File: src/rtl/uwire_pkg.sv
package uwire_pkg;

   localparam int OPC_W  = 3;
   localparam int DATA_W = 16;
   localparam int BYTE_W = 8;

   typedef enum logic [2:0] {
      OP_RD_WORD = 3'd0,
      OP_RD_BYTE = 3'd1,
      OP_WR_WORD = 3'd2,
      OP_WR_EN   = 3'd3,
      OP_WR_DIS  = 3'd4
   } uw_op_e;

   typedef enum logic [1:0] {
      ST_IDLE,
      ST_PULSE,
      ST_POLL
   } uw_state_e;

   typedef enum logic [1:0] {
      SG_ENTRY,
      SG_CMD,
      SG_RECV,
      SG_EXIT
   } uw_stage_e;

endpackage

File: src/rtl/uwire_phase_timer.sv
module uwire_phase_timer #(
   parameter int CNT_W = 4
) (
   input  logic             clk,
   input  logic             rst_n,
   input  logic             load,
   input  logic [CNT_W-1:0] load_val,
   output logic             zero
);

   logic [CNT_W-1:0] cnt_q;

   always_ff @(posedge clk or negedge rst_n) begin
      if (!rst_n)              cnt_q <= '0;
      else if (load)           cnt_q <= load_val;
      else if (cnt_q != '0)    cnt_q <= cnt_q - 1'b1;
   end

   assign zero = (cnt_q == '0);

   // A non-zero reload must hold the phase open on the following cycle.
   assert_timer_reload_R10: assert property (@(posedge clk) disable iff (!rst_n)
      (load && load_val != '0) |=> !zero);

endmodule

File: src/rtl/uwire_frame_shift.sv
module uwire_frame_shift import uwire_pkg::*; #(
   parameter int ADDR_W = 6,
   parameter int SH_W   = OPC_W + ADDR_W + 1 + DATA_W,
   parameter int LEN_W  = $clog2(SH_W + 1)
) (
   input  logic             clk,
   input  logic             rst_n,
   input  logic             load,
   input  uw_op_e           op,
   input  logic [ADDR_W:0]  addr,
   input  logic [DATA_W-1:0] wdata,
   input  logic             shift,
   output logic             msb,
   output logic [LEN_W-1:0] nbits
);

   localparam int CTL_PAD = SH_W - 5;

   logic [SH_W-1:0]  sh_q;
   logic [LEN_W-1:0] len_q;
   logic [SH_W-1:0]  frame;
   logic [LEN_W-1:0] frame_len;

   // Left-aligned frames: the next bit to send is always the top bit.
   always_comb begin
      unique case (op)
         OP_RD_BYTE: begin
            frame     = {3'b110, addr[ADDR_W:0], {DATA_W{1'b0}}};
            frame_len = LEN_W'(OPC_W + ADDR_W + 1);
         end
         OP_WR_WORD: begin
            frame     = {3'b101, addr[ADDR_W-1:0], wdata, 1'b0};
            frame_len = LEN_W'(OPC_W + ADDR_W + DATA_W);
         end
         OP_WR_EN: begin
            frame     = {5'b10011, {CTL_PAD{1'b0}}};
            frame_len = LEN_W'(OPC_W + ADDR_W);
         end
         OP_WR_DIS: begin
            frame     = {5'b10000, {CTL_PAD{1'b0}}};
            frame_len = LEN_W'(OPC_W + ADDR_W);
         end
         default: begin
            frame     = {3'b110, addr[ADDR_W-1:0], {(DATA_W+1){1'b0}}};
            frame_len = LEN_W'(OPC_W + ADDR_W);
         end
      endcase
   end

   always_ff @(posedge clk or negedge rst_n) begin
      if (!rst_n) begin
         sh_q  <= '0;
         len_q <= '0;
      end else if (load) begin
         sh_q  <= frame;
         len_q <= frame_len;
      end else if (shift) begin
         sh_q  <= {sh_q[SH_W-2:0], 1'b0};
      end
   end

   assign msb   = sh_q[SH_W-1];
   assign nbits = len_q;

   // Every loaded frame opens with the start bit.
   assert_start_bit_R2: assert property (@(posedge clk) disable iff (!rst_n)
      load |=> msb);

endmodule

File: src/rtl/uwire_rx_shift.sv
module uwire_rx_shift #(
   parameter int W = 16
) (
   input  logic         clk,
   input  logic         rst_n,
   input  logic         clear,
   input  logic         sample,
   input  logic         bit_in,
   output logic [W-1:0] q
);

   logic [W-1:0] q_r;

   always_ff @(posedge clk or negedge rst_n) begin
      if (!rst_n)      q_r <= '0;
      else if (clear)  q_r <= '0;
      else if (sample) q_r <= {q_r[W-2:0], bit_in};
   end

   assign q = q_r;

   // A fresh command starts from an empty result, so short reads zero-extend.
   assert_rx_clear_R4: assert property (@(posedge clk) disable iff (!rst_n)
      clear |=> (q == '0));

endmodule

File: src/rtl/uwire_eeprom_master.sv
module uwire_eeprom_master import uwire_pkg::*; #(
   parameter int ADDR_W     = 6,
   parameter int PHASE_CYC  = 45,
   parameter int SETTLE_CYC = 25,
   parameter int POLL_CYC   = 100,
   parameter int POLL_MAX   = 100
) (
   input  logic                clk,
   input  logic                rst_n,
   input  logic                req_valid,
   output logic                req_ready,
   input  logic [2:0]          req_op,
   input  logic [ADDR_W:0]     req_addr,
   input  logic [DATA_W-1:0]   req_wdata,
   output logic                rsp_done,
   output logic [DATA_W-1:0]   rsp_rdata,
   output logic                rsp_timeout,
   output logic                ee_cs,
   output logic                ee_sclk,
   output logic                ee_di,
   output logic                ee_di_en,
   input  logic                ee_do
);

   localparam int SH_W  = OPC_W + ADDR_W + 1 + DATA_W;
   localparam int LEN_W = $clog2(SH_W + 1);
   localparam int MAXC  = (PHASE_CYC > SETTLE_CYC)
                        ? ((PHASE_CYC > POLL_CYC) ? PHASE_CYC : POLL_CYC)
                        : ((SETTLE_CYC > POLL_CYC) ? SETTLE_CYC : POLL_CYC);
   localparam int CNT_W = (MAXC > 2) ? $clog2(MAXC) : 1;
   localparam int PW    = $clog2(POLL_MAX + 1);
   localparam int RUN_W = $clog2(PHASE_CYC + 1);
   localparam logic [CNT_W-1:0] PH_LD = CNT_W'(PHASE_CYC - 1);
   localparam logic [CNT_W-1:0] ST_LD = CNT_W'(SETTLE_CYC - 1);
   localparam logic [CNT_W-1:0] PO_LD = CNT_W'(POLL_CYC - 1);

   // Elaboration-time parameter checks.
   if (ADDR_W < 2) begin : g_bad_addr
      $error("ADDR_W must be at least 2 to hold the extended opcodes");
   end
   if (PHASE_CYC < 1 || SETTLE_CYC < 1 || POLL_CYC < 1) begin : g_bad_timing
      $error("timing parameters must be at least one cycle");
   end
   if (POLL_MAX < 1) begin : g_bad_poll
      $error("POLL_MAX must be at least 1");
   end

   uw_state_e        state_q, state_n;
   uw_stage_e        stage_q, stage_n;
   uw_op_e           op_q, op_n;
   logic             cs_q, cs_n, sclk_q, sclk_n, di_q, di_n, den_q, den_n;
   logic             to_q, to_n, done_q, done_n;
   logic [LEN_W-1:0] left_q, left_n;
   logic [PW-1:0]    polls_q, polls_n;

   logic             tmr_load, tmr_zero;
   logic [CNT_W-1:0] tmr_val;
   logic             sh_load, sh_shift, sh_msb;
   logic [LEN_W-1:0] sh_nbits;
   logic             rx_clear, rx_sample;

   uwire_phase_timer #(.CNT_W(CNT_W)) u_timer (
      .clk(clk), .rst_n(rst_n), .load(tmr_load), .load_val(tmr_val), .zero(tmr_zero)
   );

   uwire_frame_shift #(.ADDR_W(ADDR_W), .SH_W(SH_W), .LEN_W(LEN_W)) u_frame (
      .clk(clk), .rst_n(rst_n), .load(sh_load), .op(uw_op_e'(req_op)),
      .addr(req_addr), .wdata(req_wdata), .shift(sh_shift),
      .msb(sh_msb), .nbits(sh_nbits)
   );

   uwire_rx_shift #(.W(DATA_W)) u_rx (
      .clk(clk), .rst_n(rst_n), .clear(rx_clear), .sample(rx_sample),
      .bit_in(ee_do), .q(rsp_rdata)
   );

   always_comb begin
      state_n   = state_q;
      stage_n   = stage_q;
      op_n      = op_q;
      cs_n      = cs_q;
      sclk_n    = sclk_q;
      di_n      = di_q;
      den_n     = den_q;
      to_n      = to_q;
      left_n    = left_q;
      polls_n   = polls_q;
      done_n    = 1'b0;
      tmr_load  = 1'b0;
      tmr_val   = PH_LD;
      sh_load   = 1'b0;
      sh_shift  = 1'b0;
      rx_clear  = 1'b0;
      rx_sample = 1'b0;

      unique case (state_q)
         ST_IDLE: begin
            if (req_valid) begin
               state_n  = ST_PULSE;
               stage_n  = SG_ENTRY;
               op_n     = uw_op_e'(req_op);
               cs_n     = 1'b1;
               sclk_n   = 1'b0;
               di_n     = 1'b0;
               den_n    = 1'b1;
               to_n     = 1'b0;
               tmr_load = 1'b1;
               sh_load  = 1'b1;
               rx_clear = 1'b1;
            end
         end

         ST_PULSE: begin
            if (tmr_zero) begin
               tmr_load = 1'b1;
               if (!sclk_q) begin
                  sclk_n = 1'b1;
               end else begin
                  sclk_n = 1'b0;
                  unique case (stage_q)
                     SG_ENTRY: begin
                        stage_n  = SG_CMD;
                        di_n     = sh_msb;
                        sh_shift = 1'b1;
                        left_n   = sh_nbits - 1'b1;
                     end
                     SG_CMD: begin
                        if (left_q != '0) begin
                           di_n     = sh_msb;
                           sh_shift = 1'b1;
                           left_n   = left_q - 1'b1;
                        end else begin
                           di_n  = 1'b0;
                           den_n = 1'b0;
                           unique case (op_q)
                              OP_WR_WORD: begin
                                 state_n = ST_POLL;
                                 tmr_val = ST_LD;
                                 polls_n = '0;
                              end
                              OP_WR_EN, OP_WR_DIS: begin
                                 stage_n = SG_EXIT;
                                 cs_n    = 1'b0;
                              end
                              OP_RD_BYTE: begin
                                 stage_n = SG_RECV;
                                 left_n  = LEN_W'(BYTE_W);
                              end
                              default: begin
                                 stage_n = SG_RECV;
                                 left_n  = LEN_W'(DATA_W);
                              end
                           endcase
                        end
                     end
                     SG_RECV: begin
                        rx_sample = 1'b1;
                        left_n    = left_q - 1'b1;
                        if (left_q == LEN_W'(1)) begin
                           stage_n = SG_EXIT;
                           cs_n    = 1'b0;
                        end
                     end
                     default: begin
                        state_n = ST_IDLE;
                        done_n  = 1'b1;
                     end
                  endcase
               end
            end
         end

         default: begin
            if (tmr_zero) begin
               tmr_load = 1'b1;
               if (ee_do || polls_q == PW'(POLL_MAX - 1)) begin
                  to_n    = !ee_do;
                  state_n = ST_PULSE;
                  stage_n = SG_EXIT;
                  cs_n    = 1'b0;
               end else begin
                  polls_n = polls_q + 1'b1;
                  tmr_val = PO_LD;
               end
            end
         end
      endcase
   end

   always_ff @(posedge clk or negedge rst_n) begin
      if (!rst_n) begin
         state_q <= ST_IDLE;
         stage_q <= SG_ENTRY;
         op_q    <= OP_RD_WORD;
         cs_q    <= 1'b0;
         sclk_q  <= 1'b0;
         di_q    <= 1'b0;
         den_q   <= 1'b0;
         to_q    <= 1'b0;
         done_q  <= 1'b0;
         left_q  <= '0;
         polls_q <= '0;
      end else begin
         state_q <= state_n;
         stage_q <= stage_n;
         op_q    <= op_n;
         cs_q    <= cs_n;
         sclk_q  <= sclk_n;
         di_q    <= di_n;
         den_q   <= den_n;
         to_q    <= to_n;
         done_q  <= done_n;
         left_q  <= left_n;
         polls_q <= polls_n;
      end
   end

   assign req_ready   = (state_q == ST_IDLE);
   assign rsp_done    = done_q;
   assign rsp_timeout = to_q;
   assign ee_cs       = cs_q;
   assign ee_sclk     = sclk_q;
   assign ee_di       = di_q;
   assign ee_di_en    = den_q;

   // Cycles the serial clock has held its level, saturating at PHASE_CYC.
   logic [RUN_W-1:0] run_q;
   always_ff @(posedge clk or negedge rst_n) begin
      if (!rst_n)                      run_q <= '0;
      else if (sclk_n != sclk_q)       run_q <= RUN_W'(1);
      else if (run_q != RUN_W'(PHASE_CYC)) run_q <= run_q + 1'b1;
   end

   assert_phase_len_R10: assert property (@(posedge clk) disable iff (!rst_n)
      (sclk_n != sclk_q) |-> (run_q == RUN_W'(PHASE_CYC)));

   assert_accept_cs_R1: assert property (@(posedge clk) disable iff (!rst_n)
      (req_valid && req_ready) |=> (ee_cs && !ee_sclk && !ee_di));

   assert_recv_quiet_R3: assert property (@(posedge clk) disable iff (!rst_n)
      (state_q == ST_PULSE && stage_q == SG_RECV) |-> (!ee_di && !ee_di_en));

   assert_done_cs_low_R9: assert property (@(posedge clk) disable iff (!rst_n)
      rsp_done |-> (!ee_cs && !ee_sclk && $past(ee_sclk)));

   assert_done_single_R9: assert property (@(posedge clk) disable iff (!rst_n)
      rsp_done |=> !rsp_done);

   assert_timeout_done_R8: assert property (@(posedge clk) disable iff (!rst_n)
      rsp_timeout |-> (rsp_done || !req_ready || $past(rsp_done) || $stable(rsp_timeout)));

   assert_poll_hold_R6: assert property (@(posedge clk) disable iff (!rst_n)
      (state_q == ST_POLL) |-> (ee_cs && !ee_sclk && !ee_di_en));

endmodule

File: config.mk
export PLATFORM = sky130hd
export DESIGN_NAME = uwire_eeprom_master
export DESIGN_NICKNAME = d
export VERILOG_FILES = /design/src/rtl/uwire_pkg.sv /design/src/rtl/uwire_phase_timer.sv /design/src/rtl/uwire_frame_shift.sv /design/src/rtl/uwire_rx_shift.sv /design/src/rtl/uwire_eeprom_master.sv
export SDC_FILE = /design/constraint.sdc
export NUM_CORES = 1
export LEC_CHECK = 0
export BUFFER_PORTS_ARGS = -buffer_cell sky130_fd_sc_hd__buf_2
export CAP_MARGIN = 20
export CORE_ASPECT_RATIO = 0.8
export CORE_UTILIZATION = 41
export CTS_BUF_LIST = sky130_fd_sc_hd__clkbuf_8
export DETAILED_ROUTE_END_ITERATION = 10
export PLACE_DENSITY = 0.59
export SKIP_CTS_REPAIR_TIMING = 1
export SLEW_MARGIN = 5
export SYNTH_ARGS = -nofsm -noshare
export SYNTH_HDL_FRONTEND = slang
export SYNTH_SLANG_ARGS = --single-unit
File: constraint.sdc
create_clock -name clk -period 3.55 [get_ports clk]
set_clock_uncertainty 0.15 [all_clocks]
set_input_delay 0.5325 -clock clk [delete_from_list [all_inputs] [get_ports clk]]
set_output_delay 0.5325 -clock clk [all_outputs]
set_load 0.01 [all_outputs]
# Word-level counts from Yosys, hierarchy flattened
# Cells that the tools add are included.
[totals]
ff_bits = 79
in_bits = 30
out_inout_bits = 23
word_cells = 170
[classes]
addsub = 4
eq_ne = 30
mux = 90
n_bitwise = 2
reduce_logical = 29
[ops]
columns = ["cell", "n"]
rows = [
  ["25-bit one-hot mux with 4 select lines", 1],
  ["7-bit 2-to-1 mux", 11],
  ["26-bit 2-to-1 mux", 2],
  ["1-bit 2-to-1 mux", 36],
  ["16-bit 2-to-1 mux", 2],
  ["6-bit 2-to-1 mux", 5],
  ["2-bit 2-to-1 mux", 14],
  ["7-bit one-hot mux with 2 select lines", 2],
  ["5-bit one-hot mux with 2 select lines", 2],
  ["9-bit AND reduction", 2],
  ["1-bit one-hot mux with 2 select lines", 8],
  ["2-bit one-hot mux with 2 select lines", 4],
  ["3-bit != test, second input constant", 5],
  ["5-bit one-hot mux with 3 select lines", 1],
  ["3-bit by 2-bit == test with 1-bit output, second input constant", 4],
  ["2-bit nonzero test", 6],
  ["2-bit != test, second input constant", 5],
  ["5-bit AND reduction", 2],
  ["5-bit by 1-bit subtractor with 5-bit output, second input constant", 2],
  ["8-bit AND reduction", 1],
  ["7-bit by 1-bit adder with 7-bit output, second input constant", 1],
  ["7-bit == test, second input constant", 1],
  ["7-bit logical NOT", 1],
  ["7-bit AND reduction", 1],
  ["25 further kinds", 36],
]

# Longest topological paths before layout
[depth]
depth_word = 8
ltp_mapped = 9
depth_no_buf = 7

# By module
# From an unflattened synthesis, not the netlist that was laid out.
[hier_totals]
hier_cells = 429
hier_area_um2 = 4146.5
[by_module_without_submodules]
columns = ["module", "n_inst", "cells_each", "area_each_um2", "seq_area_each_um2"]
rows = [
  ["uwire_eeprom_master", 1, 184, 1650.3, 625.6],
  ["uwire_frame_shift", 1, 150, 1401.3, 725.7],
  ["uwire_rx_shift", 1, 52, 660.6, 400.4],
  ["uwire_phase_timer", 1, 43, 434.2, 175.2],
]

# Worst setup path before layout
# Ideal clock, no wire load.
[synth_timing]
path_kind = "register to register"
from = "register u_timer.cnt_q[0]"
to = "register u_timer.cnt_q[5]"
setup_time_ns = 0.149
arrival_time_ns = 2.185
required_time_ns = 3.251
slack_ns = 1.066
path_stages_with_launch = 9
path_buffers = 2
synth_period_minus_slack_ns = 2.484
cell_sequence = "dfrtp_1 > inv_1 > ha_1 > or3b_1 > or2_2 > clkbuf_1 > buf_2 > nor4_2 > o221ai_1"
[synth_between]
elab_chain_len = 4
word_cells_on_any_way = 11
classes_between = "1 x add/sub; 7 x mux; 3 x reduce/logical"
[synth_rtl]
columns = ["element", "line_no", "text"]
rows = [
  ["start, declared", "uwire_phase_timer.sv:11", "logic [CNT_W-1:0] cnt_q;"],
  ["start signal, assigned", "uwire_phase_timer.sv:15", "else if (load) cnt_q <= load_val;"],
  ["start signal, assigned", "uwire_phase_timer.sv:16", "else if (cnt_q != '0) cnt_q <= cnt_q - 1'b1;"],
  ["parallel branches: the longest is 4 deep, another holds 7-bit by 1-bit subtractor with 7-bit output", "--", ""],
]
# Several ways; the timed one is not identified. The select of a mux whose other input is x is not followed.
# A chain may end at the register's enable or synchronous reset.

# Worst setup path after layout
[layout_timing]
from = "register left_q[0]"
to = "register u_frame.sh_q[23]"
[layout_between]
elab_chain_len = 7
[layout_rtl]
columns = ["element", "line_no", "text"]
rows = [
  ["start, declared", "uwire_eeprom_master.sv:53", "logic [LEN_W-1:0] left_q, left_n;"],
  ["start signal, assigned", "uwire_eeprom_master.sv:213", "left_q <= left_n;"],
  ["5-bit nonzero test", "uwire_eeprom_master.sv:128", "if (left_q != '0) begin"],
  ["1-bit 2-to-1 mux", "uwire_eeprom_master.sv:128", ""],
  ["1-bit one-hot mux with 2 select lines", "uwire_eeprom_master.sv:120", "unique case (stage_q)"],
  ["1-bit 2-to-1 mux", "uwire_eeprom_master.sv:116", "if (!sclk_q) begin"],
  ["1-bit 2-to-1 mux", "uwire_eeprom_master.sv:114", "if (tmr_zero) begin"],
  ["1-bit 2-to-1 mux", "uwire_eeprom_master.sv:96", "unique case (state_q)"],
  ["2-bit nonzero test (no source line)", "--", ""],
  ["end signal, assigned", "uwire_frame_shift.sv:55", "sh_q <= frame;"],
  ["end signal, assigned", "uwire_frame_shift.sv:58", "sh_q <= {sh_q[SH_W-2:0], 1'b0};"],
  ["end, declared", "uwire_frame_shift.sv:19", "logic [SH_W-1:0] sh_q;"],
]
# Every way passes these cells.

==> metrics.md <==
| Metric | Value |
|---|---|
| Met1 usage | `between 20% and 30%` |
| Most used routing layer | `met1` |
| Starting Density | `42.5%` |
| CTS tree | `done` |
| H-tree levels | `3` |
| Vias | `3,410` |
| Mean Syn Cell Area | `just over 9 um^2` |
| I/O Buffers | `52` |
| Least-Margin Pin Slew | `roughly 0.80 ns` |
| Period Utilization, post-route | `77.1%` |
| Final global-route overflow total | `0` |
| GR Util met3 | `5.01%` |
| Syn Nets | `481` |
| Area contributors post-synth | `dfrtp_1 47%, nand2_1 7.5%, o21ai_0 4.6%, a2bb2oi_1 3.6%, ha_1 3.3%` |
| I/O pin cnt | `53` |
| Height of the die | `91.6 um` |
| Delay-heaviest family, CP | `compound AO/OA/AOI/OAI gates` |
| Met2 Track Usage GR | `28.9%` |
| VDD IR max | `just over 0.3 mV` |
| N_diodes | `0` |
| Critical Path AT | `2.85 ns` |
| Period minus WS final | `2.74 ns` |
| Critical-path maximum fanout | `17` |
| DPL Wire Length | `6660 um` |
| Number of max-cap violations | `0` |
| Layout cells sized above 1 | `18.3%` |
| Slew HR | `46.6%` |
| Filler cell count | `979` |
| Leakage power | `2.15 nW` |
| 1st-iter DRT viols | `167` |
| Fin. Hold Viols | `0` |
| Root Driver | `clkbuf_8` |
| Tightest Hold Check Type | `primary input to register` |
| Routed WL | `9540 um` |
| Post-synth cell types | `56` |
| Yosys Warn Count | `0` |
| Clock Sinks | `77` |
| Largest net degree at the start of global routing | `78` |
| Final Core Density | `48.9%` |
| Clk Latency, worst-skew pair | `0.37 ns` |
| Number of setup violations in the final report | `0` |
| Area occupied by multi-input gates | `2020 um^2` |
| Initial antenna violation count | `0` |
| Slowest stage delay, CP | `0.50 ns` |
| Vias in the first global route | `3,299` |
| EDFF count, synth | `0` |
| Antenna viol nets, final | `0` |
| Pre-antenna DRT Iters | `5` |
| Async SR Flop Fraction | `100%` |
| Clock Path Buffers | `2` |
| Startpoint class of the critical path | `register` |
| Die width | `roughly 110 um` |
| Final RePlAce weighted congestion | `slightly above 0.8` |
| Nets | `530` |
| PwrDens | `roughly 670 nW/um^2` |
| #FFs+latches synth | `77` |
| CP Class | `register to register` |
| Final sum of negative setup slack | `0 ns` |
| Worst Slack Setup Final | `0.813 ns` |
| Global-route wire length before repair | `~16,000 um` |
| Drc violations | `0` |
| Sequential area share after synthesis | `46.8%` |
| TritonCTS Buffers | `9` |
| # rows | `32` |
| Routed wire per std cell | `approximately 15 um` |
| Top cell type's share of synthesized area | `between 40% and 50%` |
| Area grow syn2layout | `15.1%` |
| Fin. max-slew vios | `0` |
| Outcome | `complete, no violations` |
| FMAX | `~370 MHz` |
| Synth area leader | `dfrtp_1` |
| CP Capture Type | `register` |
| Worst-path cell chain | `inv_1 -> ha_1 -> nor4b_2 -> buf_4 -> nor2_1 -> o21ai_2 -> nand2_1 -> o22a_1` |
| Req. time, crit path | `around 3.7 ns` |
| All-Layer GR Usage | `20.0%` |
| Gate Count Post-Synth | `440` |
| Synth Flop Type | `dfrtp_1` |
| Clock transition at path regs | `0.09 ns` |
| Vias per cell | `~5.4` |
| RSZ-0062 raised after global routing | `no` |
| Total core area | `about 9700 um^2` |
| Synthesized cell area | `4110 um^2` |
| Storage cell area | `a little under 2000 um^2` |
| Die area | `roughly 10,000 um^2` |
| Slowest CP cell | `o21ai_2` |
| DP Worst Slack | `0.787 ns` |
| Worst path bufs/invs | `2` |
-- layer usage --
layer	vias up	routed length, um
met5	-	0
met4	0	125
met3	11	390
met2	78	4170
met1	1655	4850
li1	1666	-
-- worst reg2reg max path, stage by stage, from the launching register on --
cell and delay [ns]:
dfrtp_1 0.43, inv_1 0.07, ha_1 0.20, nor4b_2 0.21, buf_4 0.19, nor2_1 0.07, o21ai_2 0.50, nand2_1 0.48
o22a_1 0.34
-- worst paths after layout --
path / start / end / slack, ns / cells after the start
worst max register to register: left_q[0]$_DFFE_PN0P_ / u_frame.sh_q[23]$_DFFE_PN0P_ / 0.81 / 8
worst min register to register: u_frame.nbits[3]$_DFFE_PN0P_ / u_frame.nbits[3]$_DFFE_PN0P_ / 0.31 / 2
max in group asynchronous: rst_n / u_frame.sh_q[12]$_DFFE_PN0P_ / 2.16 / 3
worst min-delay path: req_wdata[0] / u_frame.sh_q[1]$_DFFE_PN0P_ / 0.24 / 2
min in group asynchronous: rst_n / polls_q[4]$_DFFE_PN0P_ / 0.51 / 2
worst max-delay path: left_q[0]$_DFFE_PN0P_ / u_frame.sh_q[23]$_DFFE_PN0P_ / 0.81 / 8
-- stage by stage --
step	hold WS, ns	instance area (um^2)	instances	power [mW]
final	0.241	4740	629	3.19
after global routing	0.233	4740	629	3.45
after CTS	0.215	4710	627	3.21
after detailed placement	0.291	4510	612	2.52
after global placement	0.278	4510	612	2.50
after floorplan	0.0869	4110	440	2.18
-- registers in the layout, summed over array words and instances, names as in the netlist --
name           count
u_frame.sh_q      25
stage_q            2
ee_sclk            1
ee_di              1
state_q            2
polls_q            7
rsp_done           1
rsp_timeout        1
u_timer.cnt_q      7
op_q               3
u_rx.q            16
ee_di_en           1
left_q             5
u_frame.nbits      4
ee_cs              1
-- cell families (layout without fill, tap and decap cells) --
logic type	count (synthesis)	in the layout	share of synthesized area, %
xor gates and xnor gates	9	9	1.92
buffers and inverters	42	95	3.95
muxes	12	12	2.92
DFF	77	77	46.8
and+or+nand+nor	157	157	18.5
adders and majority gates	11	11	3.35
AOI/OAI and AO/OA	132	132	22.5
-- cell usage after synthesis, types with 2 or more instances --
cell / number
nand2_1: 82
dfrtp_1: 77
o21ai_0: 38
a21oi_1: 26
nor2_1: 20
clkbuf_1: 19
inv_1: 19
a2bb2oi_1: 17
mux2i_1: 12
ha_1: 11
nand3_1: 8
a31oi_1: 7
nor3_1: 7
xnor2_1: 6
a211oi_1: 5
a22o_1: 5
nand4_1: 5
o22ai_1: 5
or3_1: 5
buf_2: 4
nor3b_1: 4
a21o_1: 3
nand2b_1: 3
nor2b_1: 3
o22a_1: 3
o31ai_1: 3
xor2_1: 3
a2111oi_4: 2
a32o_1: 2
and2_0: 2
and2_1: 2
nand3b_1: 2
nor3_2: 2
nor4_1: 2
o211ai_1: 2
o21a_1: 2
o221ai_1: 2
or3b_2: 2
-- layout make-up --
class / instances / area share (%)
Clock buffer: 10 / 2.91
Clock inverter: 5 / 1.27
Inverter: 19 / 1.51
Multi-Input combinational cell: 321 / 42.7
Sequential cell: 77 / 40.7
Tap cell: 136 / 3.59
Timing Repair Buffer: 61 / 7.29
-- power by group --
| group | total [mW] | internal (mW) | switching, mW |
|---|---|---|---|
| registers | 1.38 | 1.16 | 0.221 |
| logic | 1.13 | 0.496 | 0.639 |
| clock network | 0.677 | 0.342 | 0.335 |
-- cells in the final DEF (no fill, tap or decap), types with 4 or more instances in the layout --
| master | count |
|---|---|
| a31oi_1 | 7 |
| nand4_1 | 5 |
| a211oi_1 | 5 |
| nand3_1 | 8 |
| inv_1 | 19 |
| xnor2_1 | 6 |
| nor3b_1 | 4 |
| buf_4 | 8 |
| a22o_1 | 5 |
| or3_1 | 5 |
| mux2i_1 | 12 |
| nand2_1 | 82 |
| o21ai_0 | 38 |
| clkbuf_8 | 10 |
| nor3_1 | 7 |
| a2bb2oi_1 | 17 |
| dfrtp_1 | 77 |
| buf_2 | 51 |
| a21oi_1 | 26 |
| nor2_1 | 20 |
| ha_1 | 11 |
| o22ai_1 | 5 |
Power figures use the tool's default switching activity.
